==> src/rtl/hold_pkg.sv <==
package hold_pkg;
  typedef enum logic [1:0] {
    MODE_FREE  = 2'd0,
    MODE_TRACK = 2'd1,
    MODE_HOLD  = 2'd2
  } clk_mode_e;
endpackage

==> src/rtl/hold_ref_pick.sv <==
// Priority pick: lowest index among valid references wins.
module hold_ref_pick #(
  parameter int NREF = 2,
  parameter int SW   = 1
) (
  input  logic [NREF-1:0] ok,
  output logic            any,
  output logic [SW-1:0]   pick
);
  always_comb begin
    any  = |ok;
    pick = '0;
    for (int i = NREF - 1; i >= 0; i--) begin
      if (ok[i]) pick = SW'(i);
    end
  end
endmodule

==> src/rtl/hold_tick_div.sv <==
// Divides the one-second tick down to the capture interval while tracking.
module hold_tick_div #(
  parameter int DIV = 9
) (
  input  logic clk,
  input  logic rst,
  input  logic run,
  input  logic tick,
  output logic fire
);
  localparam int TW = (DIV > 1) ? $clog2(DIV) : 1;

  generate
    if (DIV == 1) begin : g_direct
      logic unused_ok;
      assign unused_ok = clk ^ rst;
      assign fire = run & tick;
    end else begin : g_count
      logic [TW-1:0] cnt;
      always_ff @(posedge clk) begin
        if (rst || !run) begin
          cnt <= '0;
        end else if (tick) begin
          cnt <= (cnt == TW'(DIV - 1)) ? '0 : cnt + 1'b1;
        end
      end
      assign fire = run & tick & (cnt == TW'(DIV - 1));
    end
  endgenerate
endmodule

==> src/rtl/hold_history.sv <==
// Frequency history: accumulator, saturating count and a bit-serial mean divider.
module hold_history #(
  parameter int FW  = 24,
  parameter int WIN = 9600,
  parameter int CW  = $clog2(WIN + 1)
) (
  input  logic          clk,
  input  logic          rst,
  input  logic          clr,
  input  logic          cap,
  input  logic [FW-1:0] sample,
  output logic [CW-1:0] count,
  output logic [FW-1:0] mean
);
  localparam int AW = FW + CW;
  localparam int QW = FW + 1;
  localparam int RW = CW + 1;
  localparam int IW = $clog2(QW + 1);

  logic [AW-1:0] acc;
  logic [CW-1:0] cnt;
  logic [FW-1:0] mean_q;
  logic          start_q;
  logic          busy;
  logic [RW-1:0] rem;
  logic [QW-1:0] dvd;
  logic [QW-1:0] quo;
  logic [IW-1:0] itr;

  // accumulator and saturating sample count
  always_ff @(posedge clk) begin
    if (rst || clr) begin
      acc <= '0;
      cnt <= '0;
    end else if (cap) begin
      if (cnt < CW'(WIN)) begin
        acc <= acc + AW'(sample);
        cnt <= cnt + 1'b1;
      end else begin
        acc <= acc - AW'(mean_q) + AW'(sample);
      end
    end
  end

  always_ff @(posedge clk) begin
    if (rst) start_q <= 1'b0;
    else     start_q <= cap & ~clr;
  end

  // one restoring-division step per cycle
  logic [RW-1:0] shl;
  logic          ge;
  logic [RW-1:0] rem_n;
  logic [QW-1:0] quo_n;

  always_comb begin
    shl   = {rem[RW-2:0], dvd[QW-1]};
    ge    = (shl >= {1'b0, cnt});
    rem_n = ge ? (shl - {1'b0, cnt}) : shl;
    quo_n = {quo[QW-2:0], ge};
  end

  always_ff @(posedge clk) begin
    if (rst) begin
      busy   <= 1'b0;
      rem    <= '0;
      dvd    <= '0;
      quo    <= '0;
      itr    <= '0;
      mean_q <= '0;
    end else if (clr) begin
      busy <= 1'b0;
      itr  <= '0;
    end else if (start_q) begin
      busy <= 1'b1;
      rem  <= RW'(acc[AW-1:QW]);
      dvd  <= acc[QW-1:0];
      quo  <= '0;
      itr  <= IW'(QW);
    end else if (busy) begin
      rem <= rem_n;
      dvd <= dvd << 1;
      quo <= quo_n;
      itr <= itr - 1'b1;
      if (itr == IW'(1)) begin
        busy   <= 1'b0;
        mean_q <= quo_n[QW-1] ? '1 : quo_n[FW-1:0];
      end
    end
  end

  assign count = cnt;
  assign mean  = mean_q;
endmodule

==> src/rtl/holdover_ctrl.sv <==
module holdover_ctrl
  import hold_pkg::*;
#(
  parameter int          NREF        = 2,
  parameter int          FW          = 24,
  parameter int          TICK_DIV    = 9,
  parameter int          WIN         = 9600,
  parameter int          MIN_SAMPLES = 10,
  parameter logic [FW-1:0] NOMINAL   = FW'(1) << (FW - 1)
) (
  input  logic                    clk,
  input  logic                    rst,
  input  logic [NREF-1:0]         ref_ok,
  input  logic [FW-1:0]           freq_in,
  input  logic                    tick_1s,
  output logic [1:0]              mode,
  output logic [$clog2(NREF)-1:0] sel_ref,
  output logic [FW-1:0]           freq_out
);
  localparam int SW = $clog2(NREF);
  localparam int CW = $clog2(WIN + 1);

  clk_mode_e     mode_q, mode_n;
  logic [SW-1:0] sel_q;
  logic [FW-1:0] freq_q, freq_n;
  logic          any_ok;
  logic [SW-1:0] pick;
  logic          switch_ref;
  logic          track_now;
  logic          cap;
  logic [CW-1:0] hist_cnt;
  logic [FW-1:0] hist_mean;
  logic          qualified;

  hold_ref_pick #(.NREF(NREF), .SW(SW)) u_pick (
    .ok  (ref_ok),
    .any (any_ok),
    .pick(pick)
  );

  assign switch_ref = any_ok && (pick != sel_q);
  assign track_now  = any_ok && (mode_q == MODE_TRACK) && !switch_ref;

  hold_tick_div #(.DIV(TICK_DIV)) u_div (
    .clk (clk),
    .rst (rst),
    .run (track_now),
    .tick(tick_1s),
    .fire(cap)
  );

  hold_history #(.FW(FW), .WIN(WIN), .CW(CW)) u_hist (
    .clk   (clk),
    .rst   (rst),
    .clr   (switch_ref),
    .cap   (cap),
    .sample(freq_in),
    .count (hist_cnt),
    .mean  (hist_mean)
  );

  assign qualified = (hist_cnt >= CW'(MIN_SAMPLES));

  always_comb begin
    mode_n = mode_q;
    if (any_ok) begin
      mode_n = MODE_TRACK;
    end else if (mode_q == MODE_TRACK) begin
      mode_n = qualified ? MODE_HOLD : MODE_FREE;
    end
  end

  always_comb begin
    unique case (mode_n)
      MODE_TRACK: freq_n = freq_in;
      MODE_HOLD:  freq_n = (mode_q == MODE_HOLD) ? freq_q : hist_mean;
      default:    freq_n = NOMINAL;
    endcase
  end

  always_ff @(posedge clk) begin
    if (rst) begin
      mode_q <= MODE_FREE;
      sel_q  <= '0;
      freq_q <= NOMINAL;
    end else begin
      mode_q <= mode_n;
      freq_q <= freq_n;
      if (any_ok) sel_q <= pick;
    end
  end

  assign mode     = mode_q;
  assign sel_ref  = sel_q;
  assign freq_out = freq_q;
endmodule

==> config.mk <==
export PLATFORM = sky130hd
export DESIGN_NAME = holdover_ctrl
export DESIGN_NICKNAME = d
export VERILOG_FILES = /design/src/rtl/hold_pkg.sv /design/src/rtl/hold_ref_pick.sv /design/src/rtl/hold_tick_div.sv /design/src/rtl/hold_history.sv /design/src/rtl/holdover_ctrl.sv
export SDC_FILE = /design/constraint.sdc
export NUM_CORES = 1
export LEC_CHECK = 0
export BUFFER_PORTS_ARGS = -buffer_cell sky130_fd_sc_hd__buf_2
export CORE_ASPECT_RATIO = 0.8
export CORE_MARGIN = 3
export CORE_UTILIZATION = 55
export CTS_CLUSTER_DIAMETER = 50
export DETAILED_ROUTE_END_ITERATION = 8
export GPL_TIMING_DRIVEN = 0
export PLACE_DENSITY = 0.85
export SYNTH_ARGS = -nofsm -noshare
export SYNTH_HDL_FRONTEND = slang
export SYNTH_HIERARCHICAL = 1
export SYNTH_SLANG_ARGS = --single-unit
==> constraint.sdc <==
create_clock -name clk -period 4.82 [get_ports clk]
set_input_delay 0.964 -clock clk [delete_from_list [all_inputs] [get_ports clk]]
set_output_delay 0.964 -clock clk [all_outputs]
set_load 0.005 [all_outputs]
==> run_results.csv <==
group,metric,value,unit
layout,drive_gt1_share,8.16,%
cts,cts_tree,"done",
timing,rsz0062_at_grt,"false",
worst_setup_path,r2r-end,"u_hist/acc[31]",
power_and_ir_drop,power_density,250,nW/um^2
timing,post-route-period-util,87.8,%
layout,antenna_cells,0,
routing,drt_iter0_drc,1604,
cts,clk_path_buf_depth,2,
worst_setup_path,required,5.10,ns
placed_design,port_buffers,55,
cts,root_buffer,"clkbuf_16",
timing,min_period,4.23,ns
floorplanning,die_y,139,um
layout,area_growth_syn_to_layout,10.5,%
cts,ctsResizeCount,0,
floorplanning,placeableCoreArea,21700,um^2
timing,hold_viol,0,
layout,fillers,1860,
power_and_ir_drop,ir_drop,199,uV
worst_setup_path,r2r_setup_slack,0.90,ns
floorplanning,boundaryPins,56,
yosys,seq_area_frac_synth,28.9,%
routing,drt_first_pass_iters,6,
yosys,avgSynthCellArea,8.12,um^2
timing,fin_worst_skew,0.0146,ns
run_status,status,"finished, final reports clean",
run,drv_cap,0,
layout,nets,1731,
cts,clk_latency,0.44,ns
power_and_ir_drop,finalPower,3.38,mW
worst_setup_path,ff2ff_path_depth,13,
hold_path,hold_path_depth,1,
yosys,synth_edf_count,0,
floorplanning,die-width,173,um
timing,worst_slew_pin_slew,1.05,ns
hold_path,hp-class,"reg -> reg",
yosys,syn-cell-area,12200,um^2
timing,slew_headroom,30.0,%
timing,max_freq,236,MHz
routing,drc,0,
worst_setup_path,worstSetupPathType,"in -> reg",
yosys,ys_ff_latch,177,
yosys,synth.distinct_cells,83,
grt,grt_pass1_wl,60.6,mm
hold_path,holdPathEnd,"freq_out[4]",
layout,seq_area,3540,um^2
cts,cts_buffers,17,
layout,multi_input_area,7840,um^2
grt,grt_overflow_total,0,
worst_setup_path,critPathArrivalTime,4.51,ns
placed_design,dpl.hpwl,29.3,mm
grt,grt_antenna_before_repair,1,
timing,finalSetupTns,0,ns
yosys,yosys_most_used_dff,"dfxtp_1",
floorplanning,core.rowCount,48,
grt,grt_max_degree,21,
hold_path,worstHoldStart,"freq_out[4]",
timing,whs,0.463,ns
routing,num_vias,12000,
grt,gr-usage-all-layers,31.3,%
cts,cts.htree.levels,4,
timing,report.final.slew_viol_count,0,
timing,setup_viol,0,
yosys,synth_nets,1657,
yosys,async_flop_share,0,%
cts,cts_setup_buffers,0,
power_and_ir_drop,leakage,5.54,nW
routing,via_per_inst,6.32,
yosys,yosys_warnings,6,
routing,totalWireLength,38.5,mm
grt,grt_pass1_vias,11200,
cts,path_clk_slew,0.08,ns
worst_setup_path,cp-start-kind,"input port",
cts,clock_sinks,177,
cts,cts_hold_buf,0,
worst_setup_path,crit_fanout,6,
placed_design,place.gp.congestion,1.00,
floorplanning,dieArea,24100,um^2
worst_setup_path,end_kind,"flip-flop",
yosys,synth_cells,1507,
routing,post_drt_wl_per_cell,20.3,um
worst_setup_path,timing.rr.start,"u_hist/mean[6]",
routing,detail-route-antenna-nets,0,
floorplanning,start_util,56.3,%
==> sequential cells by signal (all words and copies together) (netlist names) <==
register	count
u_div/g_count.cnt	4
u_hist/start_q	1
u_hist/count	14
u_hist/rem	14
sel_ref	1
u_hist/itr	5
u_hist/dvd	25
u_hist/acc	38
mode	2
freq_out	24
u_hist/quo	24
u_hist/busy	1
u_hist/mean	24
==> critical path, cell delays in order <==
cell	delay, ns
buf_2	0.13
inv_1	0.07
fa_1	0.55
inv_1	0.05
ha_1	0.36
and3_1	0.24
and3_1	0.20
a211oi_2	0.54
o221ai_1	0.35
nand3b_1	0.29
nand2_1	0.16
a31oi_1	0.23
xor2_1	0.16
o32a_1	0.16
a21oi_1	0.06
==> routing by layer <==
layer	up-vias	part of all wire (%)	GRT usage, %
met5	-	0.31	3.17
met4	4	2.8	9.59
met3	109	14	11.2
met2	737	41	45.5
met1	5603	42	43.1
li1	5509	-	-
==> synth_stat cells (all sizes together), types with 6 or more instances <==
cell type | number | area, um^2
a211oi | 53 | 408
o31ai | 7 | 52.6
o21ai | 60 | 312
a211o | 8 | 70.1
xor2 | 26 | 228
and2 | 8 | 50.1
nor4 | 7 | 43.8
buf | 18 | 100
ha | 95 | 1190
a31oi | 15 | 93.8
o21a | 14 | 105
or3 | 6 | 42.5
a21oi | 93 | 473
mux2 | 6 | 67.6
and3 | 12 | 75.1
nand4 | 13 | 81.3
o2bb2ai | 23 | 201
nand2b | 7 | 43.8
nor2 | 173 | 649
xnor2 | 56 | 490
nand3 | 18 | 95.1
a311oi | 6 | 58.8
mux2i | 29 | 290
a221oi | 7 | 61.3
a22oi | 49 | 368
fa | 26 | 521
o21bai | 6 | 45.0
nor2b | 15 | 93.8
dfxtp | 177 | 3540
a21o | 39 | 294
inv | 143 | 537
o211ai | 9 | 72.6
nor3 | 81 | 417
nand2 | 81 | 309
clkbuf | 60 | 225
==> through the flow <==
step,cells,setup slack [ns],util (%),cell area [um^2]
final,1894,0.587,62.2,13500
after global placement,1862,0.296,59.3,12900
after global routing,1894,0.420,62.2,13500
after detailed placement,1862,0.273,59.3,12900
after floorplan,1507,0.990,-,12200
after CTS,1894,0.696,62.2,13500
==> report_power, final <==
part	total, mW	internal (mW)	switching (mW)
Clock	1.48	0.760	0.720
Sequential	1.48	1.47	0.00750
Combinational	0.419	0.154	0.265
Total	3.38	2.39	0.992
==> cells in the final DEF (no fill, tap or decap), types with 14 or more instances in the layout <==
cell         n
a22oi_1     49
o21a_1      14
nor2_1     173
nand3_1     17
buf_2       60
mux2i_1     29
a31oi_1     15
a21oi_1     91
nor2b_1     15
clkbuf_1    60
nand2_1     79
a21o_1      38
a211oi_1    51
dfxtp_1    177
ha_1        95
xnor2_1     56
clkbuf_16   17
inv_1      142
fa_1        26
xor2_1      26
o21ai_0     52
nor3_1      80
o2bb2ai_1   23
==> logic make-up after synthesis <==
logic type / after synthesis / share of synthesized area (%)
AO/OA/AOI/OAI: 424 / 24.0
XOR/XNOR: 82 / 5.87
adder cells (fa/ha/maj): 121 / 14.0
buffers and inverters: 221 / 7.04
flip-flops: 177 / 28.9
multiplexers: 35 / 2.92
AND/OR/NAND/NOR: 447 / 17.2
==> final cells by class <==
type / instances / area share [%]
Buffer: 78 / 2.41
Multi-Input combinational cell: 1109 / 57.9
Clock inverter: 15 / 1.52
Timing Repair Buffer: 55 / 2.04
Clock buffer: 17 / 3.15
Tap cell: 300 / 2.78
Inverter: 143 / 3.97
Sequential cell: 177 / 26.2
==> how the worst max path moves through the flow <==
stage	from	cells past startpoint	to
3_3_place_gp	freq_in[8]	15	u_hist/acc[31]
4_1_cts	freq_in[8]	15	u_hist/acc[31]
5_1_grt	freq_in[8]	15	u_hist/acc[31]
3_5_place_dp	freq_in[8]	15	u_hist/acc[31]
6_report	freq_in[8]	15	u_hist/acc[31]
2_1_floorplan	freq_in[1]	13	u_hist/acc[36]
Note: power is estimated with default switching activity, not from simulation.
